`src/rtl/rp_fwd_pkg.sv`:
```
package rp_fwd_pkg;
  typedef enum logic [1:0] {
    KIND_CFG0 = 2'd0,
    KIND_CFG1 = 2'd1,
    KIND_MEM  = 2'd2,
    KIND_RSVD = 2'd3
  } req_kind_e;

  typedef enum logic [1:0] {
    ST_SC  = 2'd0,
    ST_UR  = 2'd1,
    ST_CRS = 2'd2,
    ST_CA  = 2'd3
  } cpl_stat_e;

  typedef enum logic [2:0] {
    RT_SELF,
    RT_FWD,
    RT_CONV,
    RT_FAIL,
    RT_UR
  } route_e;

  typedef enum logic [1:0] {
    S_IDLE,
    S_ISSUE,
    S_WAIT,
    S_RESP
  } fwd_state_e;
endpackage

```
`src/rtl/rp_route_dec.sv`:
```
module rp_route_dec
  import rp_fwd_pkg::*;
#(
  parameter int ADDR_W  = 32,
  parameter int NUM_WIN = 2
) (
  input  logic [1:0]                kind,
  input  logic [7:0]                bus,
  input  logic [7:0]                devfn,
  input  logic [ADDR_W-1:0]         addr,
  input  logic                      link_up,
  input  logic [7:0]                sec_bus,
  input  logic [7:0]                sub_bus,
  input  logic [NUM_WIN*ADDR_W-1:0] win_base,
  input  logic [NUM_WIN*ADDR_W-1:0] win_limit,
  output route_e                    route
);
  logic [NUM_WIN-1:0] win_hit;

  for (genvar w = 0; w < NUM_WIN; w++) begin : g_win
    assign win_hit[w] = (addr >= win_base[w*ADDR_W +: ADDR_W]) &&
                        (addr <= win_limit[w*ADDR_W +: ADDR_W]);
  end

  logic at_sec, below_sub_range;
  assign at_sec          = (bus == sec_bus);
  assign below_sub_range = (bus > sec_bus) && (bus <= sub_bus);

  always_comb begin
    route = RT_UR;
    unique case (kind)
      KIND_CFG0: route = RT_SELF;
      KIND_CFG1: begin
        if (at_sec) begin
          // only device 0 exists beyond a point-to-point link
          route = ((devfn[7:3] != 5'd0) || !link_up) ? RT_FAIL : RT_CONV;
        end else if (below_sub_range) begin
          route = link_up ? RT_FWD : RT_FAIL;
        end else begin
          route = RT_UR;
        end
      end
      KIND_MEM:  route = ((|win_hit) && link_up) ? RT_FWD : RT_UR;
      default:   route = RT_UR;
    endcase
  end
endmodule

```
`src/rtl/rp_cpl_form.sv`:
```
module rp_cpl_form
  import rp_fwd_pkg::*;
#(
  parameter int DATA_W = 32
) (
  input  logic              is_cfg,
  input  logic              is_write,
  input  logic [1:0]        dn_stat,
  input  logic [DATA_W-1:0] dn_data,
  input  logic              crs_vis_en,
  input  logic              retry_ok,
  output logic              retry,
  output logic [1:0]        out_stat,
  output logic [DATA_W-1:0] out_data
);
  logic failed;

  always_comb begin
    retry    = 1'b0;
    failed   = 1'b0;
    out_stat = dn_stat;
    out_data = is_write ? '0 : dn_data;
    if (is_cfg) begin
      unique case (dn_stat)
        ST_UR:  failed = 1'b1;
        ST_CRS: begin
          if (crs_vis_en) begin
            out_stat = ST_CRS;
            out_data = '0;
          end else if (retry_ok) begin
            retry = 1'b1;
          end else begin
            failed = 1'b1;
          end
        end
        ST_CA:  out_data = '0;
        default: ;
      endcase
      if (failed) begin
        out_stat = is_write ? ST_UR : ST_SC;
        out_data = is_write ? '0 : '1;
      end
    end
  end
endmodule

```
`src/rtl/rp_fwd.sv`:
```
module rp_fwd
  import rp_fwd_pkg::*;
#(
  parameter int ADDR_W    = 32,
  parameter int DATA_W    = 32,
  parameter int TAG_W     = 8,
  parameter int MAX_RETRY = 3
) (
  input  logic              clk,
  input  logic              rst_n,
  input  logic              link_up,
  input  logic              crs_vis_en,
  input  logic [15:0]       own_bdf,
  input  logic [7:0]        sec_bus,
  input  logic [7:0]        sub_bus,
  input  logic [ADDR_W-1:0] np_base,
  input  logic [ADDR_W-1:0] np_limit,
  input  logic [ADDR_W-1:0] pf_base,
  input  logic [ADDR_W-1:0] pf_limit,
  input  logic [DATA_W-1:0] self_rdata,
  input  logic              up_req_valid,
  output logic              up_req_ready,
  input  logic [1:0]        up_req_kind,
  input  logic              up_req_write,
  input  logic [TAG_W-1:0]  up_req_tag,
  input  logic [7:0]        up_req_bus,
  input  logic [7:0]        up_req_devfn,
  input  logic [ADDR_W-1:0] up_req_addr,
  input  logic [DATA_W-1:0] up_req_data,
  output logic              up_cpl_valid,
  output logic [1:0]        up_cpl_status,
  output logic [TAG_W-1:0]  up_cpl_tag,
  output logic [DATA_W-1:0] up_cpl_data,
  output logic [15:0]       up_cpl_cid,
  output logic              dn_req_valid,
  output logic [1:0]        dn_req_kind,
  output logic              dn_req_write,
  output logic [TAG_W-1:0]  dn_req_tag,
  output logic [7:0]        dn_req_bus,
  output logic [7:0]        dn_req_devfn,
  output logic [ADDR_W-1:0] dn_req_addr,
  output logic [DATA_W-1:0] dn_req_data,
  output logic [15:0]       dn_req_rid,
  input  logic              dn_cpl_valid,
  input  logic [1:0]        dn_cpl_status,
  input  logic [DATA_W-1:0] dn_cpl_data
);
  localparam int NUM_WIN = 2;
  localparam int RTY_W   = $clog2(MAX_RETRY + 1);

  // reset: asserted asynchronously, released on a clock edge
  logic [1:0] rst_sync_q;
  logic       arst_n;
  always_ff @(posedge clk or negedge rst_n) begin
    if (!rst_n) rst_sync_q <= 2'b00;
    else        rst_sync_q <= {rst_sync_q[0], 1'b1};
  end
  assign arst_n = rst_sync_q[1];

  fwd_state_e         state_q, state_d;
  logic [RTY_W-1:0]   rty_q, rty_d;
  logic               ld_req, ld_cpl;
  logic [1:0]         cpl_stat_d, cpl_stat_q;
  logic [DATA_W-1:0]  cpl_data_d, cpl_data_q;
  logic [1:0]         h_kind, h_kind_d;
  logic               h_write;
  logic [TAG_W-1:0]   h_tag;
  logic [7:0]         h_bus, h_devfn;
  logic [ADDR_W-1:0]  h_addr;
  logic [DATA_W-1:0]  h_data;

  route_e route;
  rp_route_dec #(.ADDR_W(ADDR_W), .NUM_WIN(NUM_WIN)) u_dec (
    .kind      (up_req_kind),
    .bus       (up_req_bus),
    .devfn     (up_req_devfn),
    .addr      (up_req_addr),
    .link_up   (link_up),
    .sec_bus   (sec_bus),
    .sub_bus   (sub_bus),
    .win_base  ({pf_base, np_base}),
    .win_limit ({pf_limit, np_limit}),
    .route     (route)
  );

  logic              fm_retry;
  logic [1:0]        fm_stat;
  logic [DATA_W-1:0] fm_data;
  logic              retry_ok;
  assign retry_ok = (rty_q < RTY_W'(MAX_RETRY));

  rp_cpl_form #(.DATA_W(DATA_W)) u_form (
    .is_cfg     (h_kind != KIND_MEM),
    .is_write   (h_write),
    .dn_stat    (dn_cpl_status),
    .dn_data    (dn_cpl_data),
    .crs_vis_en (crs_vis_en),
    .retry_ok   (retry_ok),
    .retry      (fm_retry),
    .out_stat   (fm_stat),
    .out_data   (fm_data)
  );

  // next state
  always_comb begin
    state_d    = state_q;
    rty_d      = rty_q;
    ld_req     = 1'b0;
    ld_cpl     = 1'b0;
    cpl_stat_d = ST_SC;
    cpl_data_d = '0;
    h_kind_d   = (route == RT_CONV) ? KIND_CFG0 : up_req_kind;
    unique case (state_q)
      S_IDLE: if (up_req_valid) begin
        ld_req = 1'b1;
        rty_d  = '0;
        unique case (route)
          RT_FWD, RT_CONV: state_d = S_ISSUE;
          RT_SELF: begin
            state_d = S_RESP; ld_cpl = 1'b1;
            cpl_data_d = up_req_write ? '0 : self_rdata;
          end
          RT_FAIL: begin
            state_d = S_RESP; ld_cpl = 1'b1;
            cpl_stat_d = up_req_write ? ST_UR : ST_SC;
            cpl_data_d = up_req_write ? '0 : '1;
          end
          default: begin
            state_d = S_RESP; ld_cpl = 1'b1;
            cpl_stat_d = ST_UR;
          end
        endcase
      end
      S_ISSUE: state_d = S_WAIT;
      S_WAIT: if (dn_cpl_valid) begin
        if (fm_retry) begin
          rty_d   = rty_q + 1'b1;
          state_d = S_ISSUE;
        end else begin
          state_d = S_RESP; ld_cpl = 1'b1;
          cpl_stat_d = fm_stat;
          cpl_data_d = fm_data;
        end
      end
      S_RESP:  state_d = S_IDLE;
      default: state_d = S_IDLE;
    endcase
  end

  // control registers
  always_ff @(posedge clk or negedge arst_n) begin
    if (!arst_n) begin
      state_q <= S_IDLE;
      rty_q   <= '0;
    end else begin
      state_q <= state_d;
      rty_q   <= rty_d;
    end
  end

  // data registers with explicit enables, no reset
  always_ff @(posedge clk) begin
    if (ld_req) begin
      h_kind  <= h_kind_d;
      h_write <= up_req_write;
      h_tag   <= up_req_tag;
      h_bus   <= up_req_bus;
      h_devfn <= up_req_devfn;
      h_addr  <= up_req_addr;
      h_data  <= up_req_data;
    end
    if (ld_cpl) begin
      cpl_stat_q <= cpl_stat_d;
      cpl_data_q <= cpl_data_d;
    end
  end

  assign up_req_ready  = (state_q == S_IDLE);
  assign up_cpl_valid  = (state_q == S_RESP);
  assign up_cpl_status = cpl_stat_q;
  assign up_cpl_data   = cpl_data_q;
  assign up_cpl_tag    = h_tag;
  assign up_cpl_cid    = own_bdf;
  assign dn_req_valid  = (state_q == S_ISSUE);
  assign dn_req_kind   = h_kind;
  assign dn_req_write  = h_write;
  assign dn_req_tag    = h_tag;
  assign dn_req_bus    = h_bus;
  assign dn_req_devfn  = h_devfn;
  assign dn_req_addr   = h_addr;
  assign dn_req_data   = h_data;
  assign dn_req_rid    = own_bdf;


  fwd_range_chk: assert property (@(posedge clk) disable iff (!arst_n)
    (dn_req_valid && dn_req_kind == KIND_CFG1) |->
      (dn_req_bus > sec_bus) && (dn_req_bus <= sub_bus));


  conv_target_chk: assert property (@(posedge clk) disable iff (!arst_n)
    (dn_req_valid && dn_req_kind == KIND_CFG0) |->
      (dn_req_bus == sec_bus) && (dn_req_devfn[7:3] == 5'd0));


  mem_window_chk: assert property (@(posedge clk) disable iff (!arst_n)
    (dn_req_valid && dn_req_kind == KIND_MEM) |->
      ((dn_req_addr >= np_base) && (dn_req_addr <= np_limit)) ||
      ((dn_req_addr >= pf_base) && (dn_req_addr <= pf_limit)));


  ur_ones_chk: assert property (@(posedge clk) disable iff (!arst_n)
    (state_q == S_WAIT && dn_cpl_valid && dn_cpl_status == ST_UR &&
     h_kind != KIND_MEM && !h_write) |=>
      (up_cpl_valid && up_cpl_data == '1 && up_cpl_status == ST_SC));


  single_issue_chk: assert property (@(posedge clk) disable iff (!arst_n)
    dn_req_valid |=> !dn_req_valid);


  cpl_release_chk: assert property (@(posedge clk) disable iff (!arst_n)
    up_cpl_valid |=> (up_req_ready && !up_cpl_valid));
endmodule

```
`config.mk`:
```
export PLATFORM = sky130hd
export DESIGN_NAME = rp_fwd
export DESIGN_NICKNAME = d
export VERILOG_FILES = /design/src/rtl/rp_fwd_pkg.sv /design/src/rtl/rp_route_dec.sv /design/src/rtl/rp_cpl_form.sv /design/src/rtl/rp_fwd.sv
export SDC_FILE = /design/constraint.sdc
export NUM_CORES = 1
export LEC_CHECK = 0
export ABC_AREA = 1
export BUFFER_PORTS_ARGS = -buffer_cell sky130_fd_sc_hd__buf_4
export CAP_MARGIN = 20
export CORE_AREA = 4 4 187 189
export DETAILED_ROUTE_END_ITERATION = 8
export DIE_AREA = 0 0 191 193
export HOLD_SLACK_MARGIN = 0.03
export MAX_ROUTING_LAYER = met4
export PLACE_DENSITY = 0.55
export SYNTH_ARGS = -nofsm -noshare
export SYNTH_HDL_FRONTEND = slang
export SYNTH_SLANG_ARGS = --single-unit
```
`constraint.sdc`:
```
create_clock -name clk -period 0.8 [get_ports clk]
set_clock_uncertainty 0.15 [all_clocks]
set_input_delay 0.08 -clock clk [delete_from_list [all_inputs] [get_ports clk]]
set_output_delay 0.08 -clock clk [all_outputs]
set_load 0.05 [all_outputs]
```
==> impl_results.md, run 1 <==
* Failing checks: hold timing, setup timing
* Delay-heaviest family, CP: simple AND/OR/NAND/NOR gates
* Type of origin of the critical path: input pin
* Status: complete, but fails checks
* Final WS setup at -1.330 ns
* F_max at 469.5 MHz
* DIE AREA at 36860 um^2
* Worst Path Required at 0.79 ns
* Reg2reg setup slack at -1.08 ns
* Non-filler cells, final at 2226
* Maximum vdd drop at 1.360 mV
* Most frequent cells in the layout: buf_4 (337), nand2_1 (219), inv_1 (196), buf_6 (171), edfxtp_1 (125)
* Die span in y at 193 um
* Lkg Pwr at a little under 0.009 uW
* # IOs at 491
* Reg clk slew, reported paths at 0.07 ns
* Layout Nets at 2234
* Area leader, netlist: edfxtp_1
* Number of buffers and inverters on the critical path at 2
* Worst path max stage delay at 0.23 ns
* Final Cycle Share at 2.662
* DR iter-0 viols at 319
* Part of the power in combinational logic at 0.487
* Crit-path max FO at 8
* Final Hold Vio Count at 52
* Setup_tns at -230.66 ns
* RSZ-0062 raised after global routing: true
* FP Rows at 67
* Global-route wire length before repair at about 56 mm
* Hold Crit Class: input pin to flop
* R2r endpoint: up_cpl_data[17]
* Post-Syn Nets at 1646
* Wire length per cell at ~18 um
* Synth Register Bits at 131
* Min Hold Slack at -0.2790 ns
* Worst reg2reg path depth at 10
* Total core area at 33280 um^2
* Register area share after synthesis at 0.3981
* Yosys warns at 0
* Min Tclk post-route at 2.130 ns
* Post-synthesis area per instance at 8.352 um^2
* Cell Chain, Critical Path: buf_4 > buf_6 > ha_4 > nand2_1 > nand2_1 > nand2_1 > nand2_1 > nand2_1 > nand3_2 > a21oi_2 > nand2_1 > nand2_1 > nand2_2 > nand2_4 > nand3_4 > nand2_2 > nand2_2 > nand2_2 > nand2_8 > nand2_8
* CTS buffer count at 17
* Placed cell area at 14580 um^2
* Remaining antenna violation count after routing at 0
* Port bufs at 442
* Maxcap violations at 0
* CTS tree: yes
* Clk pwr share at 0.230
* Sw frac at 0.4006
* Area added between synthesis and finish at 82.42%
* Reg2reg start: rty_q[1]
* Critical path origin: up_req_addr[17]
* Drt drc at 0
* Die width at 191 um
* P_sw at 13940 uW
* Placed Cells at between 2k and 2.5k
* Routability cong. at 0.8931
* CTS Sinks at 131
* Routed wire length at a little under 40 mm
* Vias at roughly 10k
* Slowest cell on crit path: ha_4
* Count of final setup violators at approximately 310
* Yosys cell types at 39
* Register share of total power at 0.282
* GRT Residual Overflow at 0
* H-Tree Depth at 4
* CTS max path bufs at 2
* Fin area at 17890 um^2
* Vias in the first global route at about 10k
* Synth top area cells: edfxtp_1 (38%), ha_1 (19%), inv_1 (9.5%)
* Endpoint, Worst Hold: state_q[1]
* Crit path DAT at 2.12 ns
* Commonest non-fill, non-tap cell in the layout: buf_4
* Slew Viols, Final at 0
* Drt first pass iters at 5
* Via density at roughly 4.5
* Starting Density at 0.2946
* Yosys top cell area share at 0.3828
* Most frequent CP cell: nand2_1
* Fraction of layout instances using a drive strength above 1 at 0.4603
* Hold Crit Start: dn_cpl_valid
* Clock Latency Late Sink at 0.42 ns
* Initial antenna violation count at 3
* P_int at 20860 uW
* CP Capture Type: flop
* Global Route Usage Sum at 0.2041
* Crit Path Class: input pin to flop
* Largest net degree at the start of global routing at 44
* Post-Synthesis Cells at 1174
* Min-Delay Path Depth at 2
* Detailed placer's ending HPWL at approximately 30 mm
* Final Util at 0.5375
* Clk root buf: clkbuf_16
* Mapped cell area at 9806 um^2
* Cell area power density at 1945 nW/um^2
==> cell usage after synthesis <==
| master | instances |
|---|---|
| clkinv_1 | 1 |
| edfxtp_1 | 125 |
| clkbuf_1 | 15 |
| inv_1 | 247 |
| o31ai_1 | 1 |
| nor4_4 | 1 |
| a21o_1 | 3 |
| nand4_1 | 10 |
| a31oi_1 | 2 |
| nor3_1 | 5 |
| nor2_8 | 1 |
| nand2_2 | 37 |
| or2_1 | 1 |
| a21oi_1 | 72 |
| mux2_2 | 1 |
| buf_12 | 3 |
| nor4_1 | 1 |
| dfrtp_1 | 6 |
| nand3_1 | 11 |
| o211ai_1 | 1 |
| nand3b_2 | 1 |
| o21ai_1 | 1 |
| a31o_1 | 1 |
| nand3_4 | 1 |
| o21a_1 | 5 |
| o21bai_1 | 1 |
| nand2_1 | 246 |
| nand2_4 | 1 |
| buf_4 | 44 |
| nor2_2 | 1 |
| buf_2 | 2 |
| nor2_4 | 2 |
| ha_1 | 149 |
| conb_1 | 1 |
| nand3b_1 | 1 |
| a211oi_1 | 2 |
| o21ai_0 | 55 |
| nand3_2 | 2 |
| nor2_1 | 114 |
==> cell families after synthesis <==
kind of cell               synth area share
and+or+nand+nor                      0.1913
other                             0.0003824
AOI/OAI and AO/OA                   0.07745
adders and majority gates            0.1901
DFF                                  0.3981
muxes                              0.001148
buffers and inverters                0.1415
==> metrics by stage <==
stage	worst slack, ns	total power (uW)
2_1_floorplan	-1.292	18110
3_3_place_gp	-1.953	22830
3_5_place_dp	-1.994	22950
4_1_cts	-1.285	33210
5_1_grt	-1.469	36530
6_report	-1.330	34800
==> state kept, by name, indices dropped and copies added (netlist names) <==
name           cells
up_cpl_status      2
rty_q              2
dn_req_kind        2
dn_req_tag         8
dn_req_devfn       8
dn_req_addr       32
state_q            2
up_cpl_data       32
dn_req_data       32
rst_sync_q         2
dn_req_write       1
dn_req_bus         8
==> metal layers <==
layer,global-route usage,wire length (um),up-vias,part of all wire
li1,-,-,4913,-
met2,0.3671,20270,395,0.52
met5,-,0,-,0
met4,0.08039,1423,0,0.036
met1,0.2168,14440,4608,0.37
met3,0.05023,3100,79,0.079
==> worst max-delay path by stage <==
stage	to	slack, ns	depth (start not counted)
finish	up_cpl_data[21]	-1.33	20
global route	up_cpl_data[31]	-1.47	22
CTS	up_cpl_data[2]	-1.29	21
detailed placement	up_cpl_data[5]	-1.99	17
global placement	up_cpl_data[6]	-1.95	17
floorplan	up_cpl_data[0]	-1.29	17
==> layout make-up <==
cell class | count | area [um^2]
fillers | 3037 | 15390
repair buffers | 628 | 6125
multi-input cells | 736 | 5705
flip-flops and latches | 131 | 3906
inverters | 248 | 977.2
well taps | 448 | 560.5
clock buffers | 17 | 425.4
clock inverters | 15 | 180.2
diodes | 3 | 7.507
==> power by group through the flow <==
stage / combinational (uW) / clock, uW / sequential (uW)
4_1_cts: 15400 / 8220 / 9610
3_3_place_gp: 13100 / 0 / 9710
6_report: 17000 / 8010 / 9830
3_5_place_dp: 13200 / 0 / 9730
5_1_grt: 18000 / 8540 / 9960
2_1_floorplan: 4590 / 0 / 13500
==> worst reg2reg max path, cell delays in order, from the launching register on <==
cell     delay, ns
dfrtp_1       0.39
ha_2          0.19
a31o_1        0.18
inv_2         0.06
nor2_4        0.04
nand2_1       0.07
nand2_1       0.08
a21oi_2       0.17
buf_12        0.19
o21ai_0       0.14
nand2_1       0.10
==> repair_timing <==
| item | CTS | global route |
|---|---|---|
| pin swaps | 52 | 41 |
| setup buffers | 14 | 7 |
| gates resized for setup | 136 | 191 |
| hold buffers | 78 | 2 |
| setup endpoints to repair | 300 | 301 |
| cloned | 9 | 10 |
| hold endpoints to repair | 166 | 86 |
Power figures use the tool's default switching activity.
==> run 2: changes to the inputs <==
Settings changed: SLEW_MARGIN from default to 20, TNS_END_PERCENT from default to 10.
==> impl_results.md, run 2 (synthesis results as in run 1) <==
* FP Rows at 67 (unchanged)
* Final Cycle Share at 2.607 (-0.05590)
* Type of origin of the critical path: input pin
* Drt drc at 0 (unchanged)
* Vias at 9766 (-2.3%)
* Drt first pass iters at 4 (-1)
* H-Tree Depth at 4 (unchanged)
* Fraction of layout instances using a drive strength above 1 at 0.4744 (+0.01410)
* GRT Residual Overflow at 0 (unchanged)
* Remaining antenna violation count after routing at 0 (unchanged)
* Vias in the first global route at 10.15k (-0.35%)
* Starting Density at 0.2946 (unchanged)
* CP Capture Type: flop
* Port bufs at 442 (unchanged)
* Final WS setup at -1.285 ns (+0.04472 ns)
* Detailed placer's ending HPWL at 29.10 mm (-2.4%)
* Maximum vdd drop at 1.387 mV (+2.0%)
* Lkg Pwr at 0.008633 uW (-3.1%)
* Crit path DAT at 2.24 ns (+0.12 ns)
* Global Route Usage Sum at 0.2013 (-0.002783)
* # IOs at 491 (unchanged)
* Reg2reg start: rty_q[0]
* Min-Delay Path Depth at 2 (unchanged)
* CTS tree: yes
* Maxcap violations at 0 (unchanged)
* Hold Crit Class: input pin to flop
* Area added between synthesis and finish at 79.10%
* Cell area power density at 1907 nW/um^2 (-2.0%)
* Power Total at 33490 uW (-3.8%)
* Reg2reg setup slack at -1.16 ns (-0.08 ns)
* Most frequent cells in the layout: buf_4 (331), inv_1 (201), nand2_1 (195), buf_6 (155), edfxtp_1 (125)
* F_max at 479.6 MHz (+2.1%)
* R2r endpoint: up_cpl_data[22]
* CTS buffer count at 17 (unchanged)
* Failing checks: hold timing, setup timing
* Min Hold Slack at -0.2984 ns (-0.01943 ns)
* Worst Path Required at 0.96 ns (+0.17 ns)
* Initial antenna violation count at 7 (+4)
* Total core area at 33280 um^2 (unchanged)
* Die span in y at 193 um (unchanged)
* Placed cell area at 14250 um^2 (-2.3%)
* RSZ-0062 raised after global routing: true
* Fin area at 17560 um^2 (-1.8%)
* Slew Viols, Final at 0 (unchanged)
* Endpoint, Worst Hold: state_q[1]
* Status: complete, but fails checks
* Wire length per cell at 17.47 um (-0.91%)
* Min Tclk post-route at 2.085 ns (-0.04472 ns)
* Count of final setup violators at 300 (-1.6%)
* CTS max path bufs at 2 (unchanged)
* Die width at 191 um (unchanged)
* Crit Path Class: input pin to flop
* Routed wire length at 38.29 mm (-2.4%)
* Hold Crit Start: dn_cpl_valid
* Global-route wire length before repair at 55.03 mm (-1.5%)
* Commonest non-fill, non-tap cell in the layout: buf_4
* Via density at 4.455 (-0.78%)
* Reg clk slew, reported paths at 0.06 ns (about the same)
* DR iter-0 viols at 411 (+29%)
* Clk root buf: clkbuf_16
* Crit-path max FO at 8 (unchanged)
* Final Hold Vio Count at 50 (-3.8%)
* DIE AREA at 36860 um^2 (unchanged)
* Layout Nets at 2196 (-1.7%)
* Worst reg2reg path depth at 11 (+1)
* CTS Sinks at 131 (unchanged)
* Final Util at 0.5277 (-0.009775)
* Clock Latency Late Sink at 0.44 ns (+0.02 ns)
* Routability cong. at 0.8573 (-4.0%)
* Post-Place Worst Slack at -1.965 ns (+0.02921 ns)
* Largest net degree at the start of global routing at 38 (-14%)
* CTS Hold Buffers Added at 85 (+9.0%)
==> run 2: cell count changes in the layout (fill, tap and decap cells not counted), moves of 6 or more <==
cell,before,now
nor2_1,98,91
nand2_2,44,68
buf_6,171,155
nand2_1,219,195
a21oi_2,20,30
ha_1,94,81
buf_12,25,14
buf_4,337,331
a21oi_1,51,40
ha_4,54,67
==> run 2: power by group <==
part | switching [uW] | total [uW] | internal, uW
Clock | 3350 | 8300 | 4940
Sequential | 653 | 9840 | 9190
Combinational | 9190 | 15400 | 6170
==> run 2: how the worst max path moves through the flow <==
stage / endpoint / startpoint / slack, ns
detailed placement: up_cpl_data[3] / up_req_addr[25] / -1.97
floorplan: up_cpl_data[0] / state_q[0] / -1.29
global route: up_cpl_data[3] / pf_limit[13] / -1.39
finish: up_cpl_data[25] / up_req_addr[13] / -1.29
CTS: up_cpl_data[19] / up_req_addr[11] / -1.26
global placement: up_cpl_data[20] / up_req_addr[27] / -1.95
==> run 2: timing repair <==
item / 4_1_cts / 5_1_grt
gates cloned: 6 / 1
pin swaps: 32 / 51
endpoints found under the hold margin: 166 / 82
endpoints found under the setup margin: 300 / 301
gates resized for setup: 226 / 163
buffers inserted: 1 / 1
==> run 2: routing by layer <==
layer  routed length [um]  up-vias  GRT usage
met5                    0        -          -
met1                14060     4474     0.2081
met4                 1381        0    0.09088
li1                     -     4827          -
met3                 2852       90    0.05384
met2                20000      375     0.3601
==> run 2: worst max-delay path, stage by stage <==
cell and delay (ns):
buf_12 0.12, ha_4 0.28, nand2_4 0.05, nor2_4 0.18, nand3_4 0.11, a21oi_2 0.11
nor2_1 0.05, nand2_1 0.10, nand2_1 0.08, nand2_2 0.07, nand2_2 0.06, nand2_4 0.10
nand2_2 0.06, nand2_2 0.07, nand2_4 0.07, nor2_8 0.23, buf_12 0.19, nand2_2 0.07
nand2_2 0.06, nand2_2 0.05, nand2_1 0.06
==> run 2: layout make-up <==
type / count / area [um^2]
multi-input cells: 736 / 6065
flip-flops and latches: 131 / 3904
inverters: 248 / 948.4
fillers: 3033 / 15720
diodes: 7 / 17.52
repair buffers: 590 / 5461
clock inverters: 14 / 176.4
clock buffers: 18 / 429.2
well taps: 448 / 560.5
==> run 2: stage by stage <==
stage                     cells  setup TNS (ns)
after detailed placement   2059         -206.22
after floorplan            1174         -190.17
after global placement     2059         -205.35
after global routing       2192         -233.54
after CTS                  2183         -220.35
final                      2192         -214.95
==> run 3: changes to the inputs <==
Settings changed: BUFFER_PORTS_ARGS -buffer_cell sky130_fd_sc_hd__buf_4 to -buffer_cell sky130_fd_sc_hd__buf_2.
==> impl_results.md, run 3 (synthesis results as in run 1) <==
* Clock Latency Late Sink at 0.44 ns (about the same)
* Hold Crit Class: input pin to flop
* Cell Chain, Critical Path: buf_2 > inv_1 > ha_1 > a21oi_1 > o21ai_2 > nand2_1 > nand2_1 > a21oi_1 > nand2_1 > nand2_1 > nand2_2 > nand2_4 > nand3_4 > nand3_4 > nor2_8 > buf_4 > clkbuf_16 > nand2_2 > nand2_1 > nand2_1 > nand2_1
* Vias in the first global route at 10.25k (+0.94%)
* Commonest non-fill, non-tap cell in the layout: buf_2
* Remaining antenna violation count after routing at 0 (unchanged)
* FP Rows at 67 (unchanged)
* CP Capture Type: flop
* Global-route wire length before repair at 54.48 mm (-0.99%)
* P_sw at 13300 uW (+0.76%)
* Largest net degree at the start of global routing at 48 (+26%)
* Critical Path Stages at 21 (unchanged)
* Crit Path Class: input pin to flop
* Delay-heaviest family, CP: simple AND/OR/NAND/NOR gates
* H-Tree Depth at 4 (unchanged)
* Total core area at 33280 um^2 (unchanged)
* Min-Delay Path Depth at 2 (unchanged)
* Sw frac at 0.3919 (-0.002075)
* Detailed placer's ending HPWL at 28.04 mm (-3.6%)
* Lkg Pwr at 0.008660 uW (+0.31%)
* Starting Density at 0.2946 (unchanged)
* Register share of total power at 0.292 (-0.002)
* Drt first pass iters at 5 (+1)
* Post-Place Worst Slack at -2.011 ns (-0.04556 ns)
* Routability cong. at 0.8906 (+3.9%)
* # IOs at 491 (unchanged)
* Die span in y at 193 um (unchanged)
* Final WS setup at -1.335 ns (-0.04992 ns)
* DR iter-0 viols at 364 (-11%)
* Fillers at 3056 (+0.76%)
* Worst path max stage delay at 0.30 ns (+0.02 ns)
* Routed wire length at 37.87 mm (-1.1%)
* Die width at 191 um (unchanged)
* Most frequent cells in the layout: buf_2 (276), inv_1 (204), nand2_1 (192), buf_6 (149), edfxtp_1 (125)
* Min Hold Slack at -0.3131 ns (-0.01471 ns)
* Min Tclk post-route at 2.135 ns (+0.04992 ns)
* P_int at 20630 uW (+1.6%)
* Via density at 4.459 (about the same)
* Final Hold Vio Count at 49 (-2.0%)
* GRT Residual Overflow at 0 (unchanged)
* Status: complete, but fails checks
* Global Route Usage Sum at 0.1976 (-0.003706)
* RSZ-0062 raised after global routing: true
* Final Cycle Share at 2.669 (+0.06240)
* Maximum vdd drop at 1.525 mV (+10%)
* DIE AREA at 36860 um^2 (unchanged)
* CTS buffer count at 17 (unchanged)
* Fraction of layout instances using a drive strength above 1 at 0.4650 (-0.009384)
* Area added between synthesis and finish at 74.38%
* Type of origin of the critical path: input pin
* Slew Viols, Final at 0 (unchanged)
* Part of the power in combinational logic at 0.454 (-0.004)
* Clk root buf: clkbuf_16
* Initial antenna violation count at 13 (+6)
* Failing checks: hold timing, setup timing
* Count of final setup violators at 302 (+0.67%)
* Clk pwr share at 0.254 (+0.006)
* Vias at 9890 (+1.3%)
* Maxcap violations at 0 (unchanged)
* Final Util at 0.5138 (-0.01391)
* Crit-path max FO at 4 (-4)
* Worst reg2reg path depth at 11 (unchanged)
* Number of buffers and inverters on the critical path at 4 (+2)
* Drt drc at 0 (unchanged)
* Slowest cell on crit path: ha_1
* CTS Sinks at 131 (unchanged)
* Cell area power density at 1984 nW/um^2 (+4.0%)
* Layout Nets at 2216 (+0.91%)
* Most frequent CP cell: nand2_1
* Wire length per cell at 17.07 um (-2.3%)
* Reg clk slew, reported paths at 0.07 ns (about the same)
* CTS max path bufs at 2 (unchanged)
* CTS tree: yes
* Port bufs at 442 (unchanged)
* Crit path DAT at 2.17 ns (-0.07 ns)
* Worst Path Required at 0.83 ns (-0.13 ns)
* F_max at 468.3 MHz (-2.3%)
run 3: what timing repair did:
action,in CTS,in global routing
endpoints found under the setup margin,300,303
hold buffers,81,2
gates cloned,7,3
pin swaps,29,67
resized for setup,335,200
buffers inserted,7,10
endpoints found under the hold margin,166,85
run 3: final timing paths:
check | startpoint | endpoint | slack, ns
min in group asynchronous | rst_sync_q[1] | state_q[1] | -0.09
worst min-delay path | dn_cpl_valid | state_q[1] | -0.31
worst max register to register | rty_q[0] | up_cpl_data[0] | -1.21
max in group asynchronous | rst_n | rst_sync_q[0] | 0.40
worst min register to register | rst_sync_q[1] | state_q[1] | -0.09
worst max-delay path | pf_limit[27] | up_cpl_data[22] | -1.34
run 3: power groups by stage:
stage | clock [uW] | combinational [uW] | sequential [uW]
2_1_floorplan | 0 | 4370 | 13500
3_3_place_gp | 0 | 11900 | 9730
3_5_place_dp | 0 | 12000 | 9750
4_1_cts | 8800 | 14700 | 9880
5_1_grt | 9130 | 16400 | 10000
6_report | 8630 | 15400 | 9900
run 3: layout make-up:
class                      instances  area [um^2]  area share
antenna                           13        32.53    0.001903
clock buffer                      18        429.2     0.02510
clock inverter                    14        201.4     0.01178
inverter                         248        955.9     0.05591
multi-input combinational        736         5864      0.3430
sequential                       131         3904      0.2283
tap                              448        560.5     0.03278
timing repair buffer             610         5151      0.3013
run 3: stage by stage:
step	power [uW]	TNS, ns	cell area [um^2]	std cells
4_1_cts	33360	-225.16	16130	2192
3_5_place_dp	21780	-213.22	13360	2066
2_1_floorplan	17860	-190.17	10280	1174
3_3_place_gp	21660	-212.23	13360	2066
6_report	33930	-218.93	17100	2218
5_1_grt	35510	-239.40	17100	2218
run 3: layer usage:
metal / wire length [um] / vias up / track usage
met2: 19700 / 391 / 0.3543
met3: 2832 / 96 / 0.04771
met4: 1467 / 0 / 0.08481
li1: - / 4881 / -
met5: 0 / - / -
met1: 13870 / 4522 / 0.2085
